--- config.mk ---
export PLATFORM = sky130hd
export DESIGN_NAME = led_fault_scan
export DESIGN_NICKNAME = d
export VERILOG_FILES = /design/src/rtl/led_fault_scan.sv
export SDC_FILE = /design/constraint.sdc
export NUM_CORES = 1
export LEC_CHECK = 0
export BUFFER_PORTS_ARGS = -buffer_cell sky130_fd_sc_hd__buf_2
export CORE_ASPECT_RATIO = 0.9
export CORE_MARGIN = 2
export CORE_UTILIZATION = 41
export DETAILED_ROUTE_END_ITERATION = 8
export MAX_ROUTING_LAYER = met4
export PLACE_DENSITY = 0.75
export REMOVE_ABC_BUFFERS = 1
export SYNTH_ARGS = -nofsm -noshare
export SYNTH_HDL_FRONTEND = slang
export SYNTH_SLANG_ARGS = --single-unit
--- constraint.sdc ---
create_clock -name clk -period 1.8 [get_ports clk]
set_clock_uncertainty 0.2 [all_clocks]
set_input_delay 0.18 -clock clk [delete_from_list [all_inputs] [get_ports clk]]
set_output_delay 0.18 -clock clk [all_outputs]
set_load 0.03 [all_outputs]
--- src/rtl/led_fault_scan.sv ---
module led_fault_scan #(
  parameter int ROWS = 4,
  parameter int COLS = 18,
  parameter int GRP  = 6
) (
  input  logic                               clk,
  input  logic                               rst_n,
  input  logic [1:0]                         det_en_i,
  input  logic [$clog2(ROWS)-1:0]            last_row_i,
  input  logic                               row_slot_i,
  input  logic [$clog2(ROWS)-1:0]            row_idx_i,
  input  logic [COLS-1:0]                    fault_i,
  input  logic [ROWS*COLS-1:0]               skip_i,
  output logic                               busy_o,
  output logic                               short_o,
  output logic [ROWS*(COLS/GRP)*8-1:0]       status_o
);
  localparam int NG = COLS / GRP;

  typedef enum logic [1:0] {IDLE, SYNC, RUN} st_t;

  st_t             st;
  logic [1:0]      en_q;
  logic            fcnt;
  logic            short_q;
  logic [COLS-1:0] acc   [ROWS];
  logic [COLS-1:0] acc_n [ROWS];
  logic [COLS-1:0] stat  [ROWS];
  logic [ROWS-1:0] tch, tch_n;

  wire trig = (en_q == 2'b00) && (det_en_i != 2'b00) && (st == IDLE);
  wire samp = row_slot_i && (row_idx_i <= last_row_i) &&
              (st == RUN || (st == SYNC && row_idx_i == '0));
  wire fend = samp && (row_idx_i == last_row_i);

  assign busy_o  = (st != IDLE);
  assign short_o = short_q;

  always_comb begin
    acc_n = acc;
    tch_n = tch;
    if (samp) begin
      if (!fcnt) acc_n[row_idx_i] = fault_i;
      else begin
        acc_n[row_idx_i] = acc[row_idx_i] & fault_i;
        tch_n[row_idx_i] = 1'b1;
      end
    end
  end

  always_ff @(posedge clk or negedge rst_n) begin
    if (!rst_n) begin
      st      <= IDLE;
      en_q    <= 2'b00;
      fcnt    <= 1'b0;
      short_q <= 1'b0;
      tch     <= '0;
      for (int r = 0; r < ROWS; r++) begin
        acc[r]  <= '0;
        stat[r] <= '0;
      end
    end else begin
      en_q <= det_en_i;
      if (trig) begin
        st      <= SYNC;
        fcnt    <= 1'b0;
        tch     <= '0;
        short_q <= (det_en_i == 2'b10);
      end else if (samp) begin
        acc <= acc_n;
        tch <= tch_n;
        if (fend && fcnt) begin
          st <= IDLE;
          for (int r = 0; r < ROWS; r++)
            for (int c = 0; c < COLS; c++)
              if (tch_n[r] && !skip_i[r*COLS+c]) stat[r][c] <= acc_n[r][c];
        end else begin
          st <= RUN;
          if (fend) fcnt <= 1'b1;
        end
      end
    end
  end

  for (genvar r = 0; r < ROWS; r++) begin : g_row
    for (genvar g = 0; g < NG; g++) begin : g_byte
      assign status_o[(r*NG+g)*8 +: 8] = {{(8-GRP){1'b0}}, stat[r][g*GRP +: GRP]};
    end
  end

  p_busy_rise_r4: assert property (@(posedge clk) disable iff (!rst_n)
    $rose(busy_o) |-> ($past(det_en_i) != 2'b00 && $past(en_q) == 2'b00));

  p_busy_end_r5: assert property (@(posedge clk) disable iff (!rst_n)
    $fell(busy_o) |-> $past(row_slot_i && row_idx_i == last_row_i));

  p_mode_hold_r3: assert property (@(posedge clk) disable iff (!rst_n)
    (busy_o && $past(busy_o)) |-> $stable(short_o));

  p_stat_hold_r9: assert property (@(posedge clk) disable iff (!rst_n)
    !$fell(busy_o) |-> $stable(status_o));
endmodule

Word-level counts from Yosys, hierarchy flattened:

Cells that the tools add are included.

* flip-flop bits (word level): 154
* input bits: 99
* word-level logic and storage cells: 351

* order comparisons: 5
* equality and inequality tests: 5
* muxes and demuxes: 21
* bitwise operators: 4
* reduce and logical (&&, ||, !) cells: 235

Operators with widths (number)
* AND reduction 4 bit: 72
* bitwise mux 72 bit: 2
* logical AND 1 bit: 81
* zero test 1 bit: 72
* 2-to-1 mux 72 bit: 1
* 2-to-1 mux 18 bit: 3
* binary-select mux 18 bit (select 2 bit): 1
* demux 18 bit (select 2 bit): 1
* bitwise AND 18 bit: 1
* 2-to-1 mux 4 bit: 4
* nonzero test 2 bit: 4
* zero test 2 bit: 3
* 2-to-1 mux 2 bit: 3
* 2-to-1 mux 1 bit: 5
* == test 2 bit, second input constant: 2
* OR 4 bit: 1
* greater-or-equal comparator 3 bit, second input constant: 1
* less-than comparator 2 x 3 -> 1 bit, second input constant: 1
* less-than comparator 3 x 1 -> 1 bit, second input constant: 1
* NOT 2 -> 3 bit: 1
* AND reduction 3 bit: 1
* demux 1 bit (select 2 bit): 1
* == test 2 x 1 -> 1 bit, second input constant: 1
* == test 2 bit: 1
* 6 further kinds: 6

Depth between registers and ports, before layout:

* depth in word-level cells: 9
* gate-level depth with buffers: 9

Worst setup path before layout:

Ideal clock, no wire load.

* kind: input-to-reg
* start point: input row_idx_i[0]
* end point: register acc[23] (netlist bit)
* setup time: 0.135 ns
* data arrival time: 1.592 ns
* required time: 1.465 ns
* setup slack: -0.127 ns
* cell stages on the path: 8
* cells stage by stage: buf_6 -> inv_1 -> ha_1 -> nand2_1 -> o21a_1 -> clkbuf_1 -> clkbuf_1 -> o31ai_1

* word-level cells in the longest chain between the ends: 7

Ends and longest elaborated chain
* start, declared: line 11 `input logic [$clog2(ROWS)-1:0] row_idx_i,`
* NOT 2 -> 3 bit (implied by the code): line 43, 45
* greater-or-equal comparator 3 bit (implied by the code) (tied with other cells): line 43, 45
* logical AND 1 bit (implied by the code) / 2-to-1 mux 18 bit (equally long branches): line 43, 45
* 2-to-1 mux 18 bit (on tied branches): line 43, 45
* demux 18 bit (select 2 bit) / bitwise AND 18 bit (equally long branches): line 43, 45
* bitwise mux 72 bit (on tied branches): line 43, 45
* 2-to-1 mux 72 bit: line 43 `if (!fcnt) acc_n[row_idx_i] = fault_i;`
* end signal, assigned: line 70 `acc <= acc_n;`
* end, declared: line 26 `logic [COLS-1:0] acc [ROWS];`

Several ways; a longest one is shown, not always the timed one. The select of a mux whose other input is x is not followed.
A chain may end at the register's enable or synchronous reset.

Worst setup path in the final report:

* start point: register st[1]
* end point: register acc[62] (netlist bit)

* word-level cells in the longest chain between the ends: 5

Ends and longest elaborated chain
* start, declared: line 22 `st_t st;`
* start signal, assigned: line 53 `st <= IDLE;`
* start signal, assigned: line 65 `st <= SYNC;`
* start signal, assigned: line 73 `st <= IDLE;`
* == test 2 x 1 -> 1 bit: line 33 `(st == RUN || (st == SYNC && row_idx_i == '0));`
* logical AND 1 bit: line 33
* logical OR 1 bit: line 33
* logical AND 1 bit: line 32 `wire samp = row_slot_i && (row_idx_i <= last_row_i) &&`
* AND reduction 2 bit (no source line) (*)

Mark *: on every way between the ends. The rest lies on a longest branch, timed or not.

==> impl_metrics.yaml <==
run_status:
  violations: "negative setup slack"
  outcome: "complete, but fails checks"
floorplanning:
  floorplan.die.height_um: 129
  fp.coreArea_um2: 16900
  io_pins: 197
  die_w_um: 143
  dieArea_um2: 18500
  start_util_pct: 42.1
  rows: 45
place:
  gp_congestion: 0.842
  place_area_um2: 8480
  dpl_worst_slack_ps: -313
  dp_hpwl_um: 13900
  port_buffers: 172
pwr:
  leakagePower_nw: 4.85
  combPwrFrac_pct: 47.5
  ir_drop_v: 0.000871
  p_int_mw: 10.2
  p_sw_share_pct: 42.3
  clkPwrFrac_pct: 19.0
  p_seq_share_pct: 33.5
  p_sw_mw: 7.51
  power_density_nw_per_um2: 1610
critical_path:
  cp.buffers_inverters: 2
  r2r_setup_slack_ps: -200
  critPathMaxFanout: 14
  r2r-end: "acc[62]$_DFFE_PN0P_"
  cp.arrival_ps: 2110
  timing.critical_path.slowest_stage_cell: "dfrtp_1"
  crit_start: "st[1]$_DFFE_PN0P_"
  critPathKind: "reg -> reg"
  critPathLaunchType: "register"
  crit_family: "simple AND/OR/NAND/NOR gates"
  cp_num_cells: 6
  reg2regPathDepth: 6
  r2r_start: "st[1]$_DFFE_PN0P_"
  crit_required_ps: 1910
  worstPathCellList: "nor4b_4 > buf_4 > o21ai_4 > nor2_4 > buf_12 > mux2_2"
  critPathMaxStageDelay_ps: 420
  critPathCaptureType: "register"
  worstSetupEndpoint: "acc[62]$_DFFE_PN0P_"
timing:
  worst_pin_slew_ps: 630
  min_period_over_period_pct: 111
  rsz0062_at_grt: "yes"
  min_period_ps: 2000
  relSlewSlack_pct: 58.0
  setup_viol: 151
  setup_ws_ps: -201
  fmax_mhz: 500
  slew_violations: 0
  hold_viol_final: 0
detailed_routing:
  drt-total-wl_um: 25000
  drt_iter0_drc: 311
  vias_per_cell: 5.78
  num_vias: 6725
  drc: 0
  drt-pass1-iter-count: 5
  avgRoutedWirePerCell_um: 21.5
  ant_nets: 0
clock_tree:
  cts.path.max_buffers: 2
  cts_made_buffers: 17
  cts_root_buffer: "clkbuf_16"
  clk_latency_ps: 430
  cts.sink_count: 154
  cts_max_level: 4
  clk_pin_slew_ps: 60
  cts_tree: "yes"
synth:
  async_flop_share_pct: 100
  yosys_warnings: 0
  post_synth.cell_area_avg_um2: 11.2
  synth_top_area_cell: "dfrtp_1"
  synth_edf_count: 0
  yosysMostFrequentCell: "o31ai_1"
  ys_seq_area_share_pct: 54.0
  synthCells: 636
  synth_area_um2: 7140
  synth-main-ff-cell: "dfrtp_1"
  synthTopCellsByCount: "o31ai_1, dfrtp_1, o21ai_0"
  yosys-top-cells-area: "dfrtp_1, o31ai_1, o22ai_1"
  ys_seq_elements: 154
  synth_cell_type_count: 32
  synth_top_area_share_pct: 54.0
global_routing:
  gr-total-overflow: 0
  grt_pass1_wl_um: 35200
  antenna_found_initial: 1
  grt_pass1_vias: 6590
  grt_usage_pct: 25.9
  grt_max_degree: 61
cells_and_area:
  syn_to_final_growth_pct: 54.3
  drive_above_1_share_pct: 49.3
  fin_area_um2: 11000
  nets: 1015
worst_hold_path:
  hold_path.class: "in -> reg"
  hp-start: "fault_i[7]"
flow_run:
  maxCapViolCount: 0
-- repair_timing --
| item | CTS | global route |
|---|---|---|
| setup endpoints to repair | 150 | 150 |
| resized for setup | 103 | 152 |
| setup buffers | 2 | 4 |
| gates cloned | 4 | 11 |
| pin swaps | 1 | 20 |
| hold buffers | 76 | 0 |
| hold endpoints to repair | 231 | 0 |
-- stage by stage --
stage	utilization [%]	hold WS (ps)	power, mW	cells	TNS, ps
detailed placement	50.0	-193	11.9	1033	-30850
global route	65.0	41.3	18.7	1163	-27340
global placement	50.0	-193	11.7	1033	-24920
floorplan	-	-316	9.58	574	-220270
CTS	60.0	1.78	16.1	1147	-11380
finish	65.0	26.6	17.7	1163	-17340
-- worst min path at each step --
stage                               end  slack, ps  cells past startpoint
6_report            acc[43]$_DFFE_PN0P_         30                      3
5_1_grt             acc[25]$_DFFE_PN0P_         40                      3
4_1_cts        status_o[33]$_DFFE_PN0P_          2                      3
3_5_place_dp   status_o[17]$_DFFE_PN0P_       -190                      1
3_3_place_gp   status_o[17]$_DFFE_PN0P_       -190                      1
2_1_floorplan        acc[0]$_DFFE_PN0P_       -320                      0
-- final cells by class --
class	instances	area, um2
clock buffers	19	443
fillers	1242	5930
repair buffers	321	2610
multi-input cells	417	3690
diodes	1	2.50
well taps	235	294
flip-flops and latches	154	3850
clock inverters	13	104
inverters	3	11.3
-- worst register-to-register path, cell delays in order, from the launching register on --
cell and delay, ps:
dfrtp_1 420, nor4b_4 310, buf_4 200, o21ai_4 100, nor2_4 150, buf_12 160
mux2_2 340
-- per-layer routing --
| layer | vias to the layer above | wire length (um) | global-route usage (%) |
|---|---|---|---|
| li1 | 3056 | - | - |
| met1 | 3365 | 10500 | 32.5 |
| met2 | 255 | 12700 | 42.5 |
| met3 | 49 | 1270 | 5.25 |
| met4 | 0 | 537 | 8.27 |
| met5 | - | 0 | - |
-- layout by cell type, fill, tap and decap left out, types with 16 or more instances in the layout --
| cell type | netlist | routed |
|---|---|---|
| buf_4 | 26 | 37 |
| mux2_2 | 20 | 19 |
| o22ai_1 | 61 | 61 |
| buf_12 | 0 | 16 |
| o31ai_2 | 0 | 77 |
| o31ai_1 | 183 | 101 |
| conb_1 | 1 | 24 |
| dfrtp_1 | 154 | 154 |
| o21ai_2 | 2 | 44 |
| clkbuf_16 | 0 | 22 |
| buf_2 | 17 | 170 |
| dlygate4sd3_1 | 0 | 76 |
-- power by group through the flow --
| stage | clock, mW | sequential, mW | combinational, mW |
|---|---|---|---|
| after global routing | 3.56 | 6.11 | 8.99 |
| after floorplan | 0 | 6.86 | 2.73 |
| after global placement | 0 | 5.68 | 5.99 |
| final | 3.36 | 5.94 | 8.43 |
| after detailed placement | 0 | 5.72 | 6.15 |
| after CTS | 3.41 | 5.73 | 6.93 |
-- kinds of logic (layout without fill, tap and decap cells) --
group	Yosys count	in the layout	share of synthesized area [%]
other	1	25	0.0525
buffers and inverters	88	356	7.13
AOI/OAI and AO/OA	330	330	31.7
DFF	154	154	54.0
adders and majority gates	2	2	0.351
muxes	22	22	3.47
and+or+nand+nor	39	39	3.31
-- flip-flops by register name, summed over array words and instances (netlist names) --
register	flops
tch	4
st	2
en_q	2
acc	72
status_o	72
short_o	1
fcnt	1
Power figures use the tool's default switching activity.
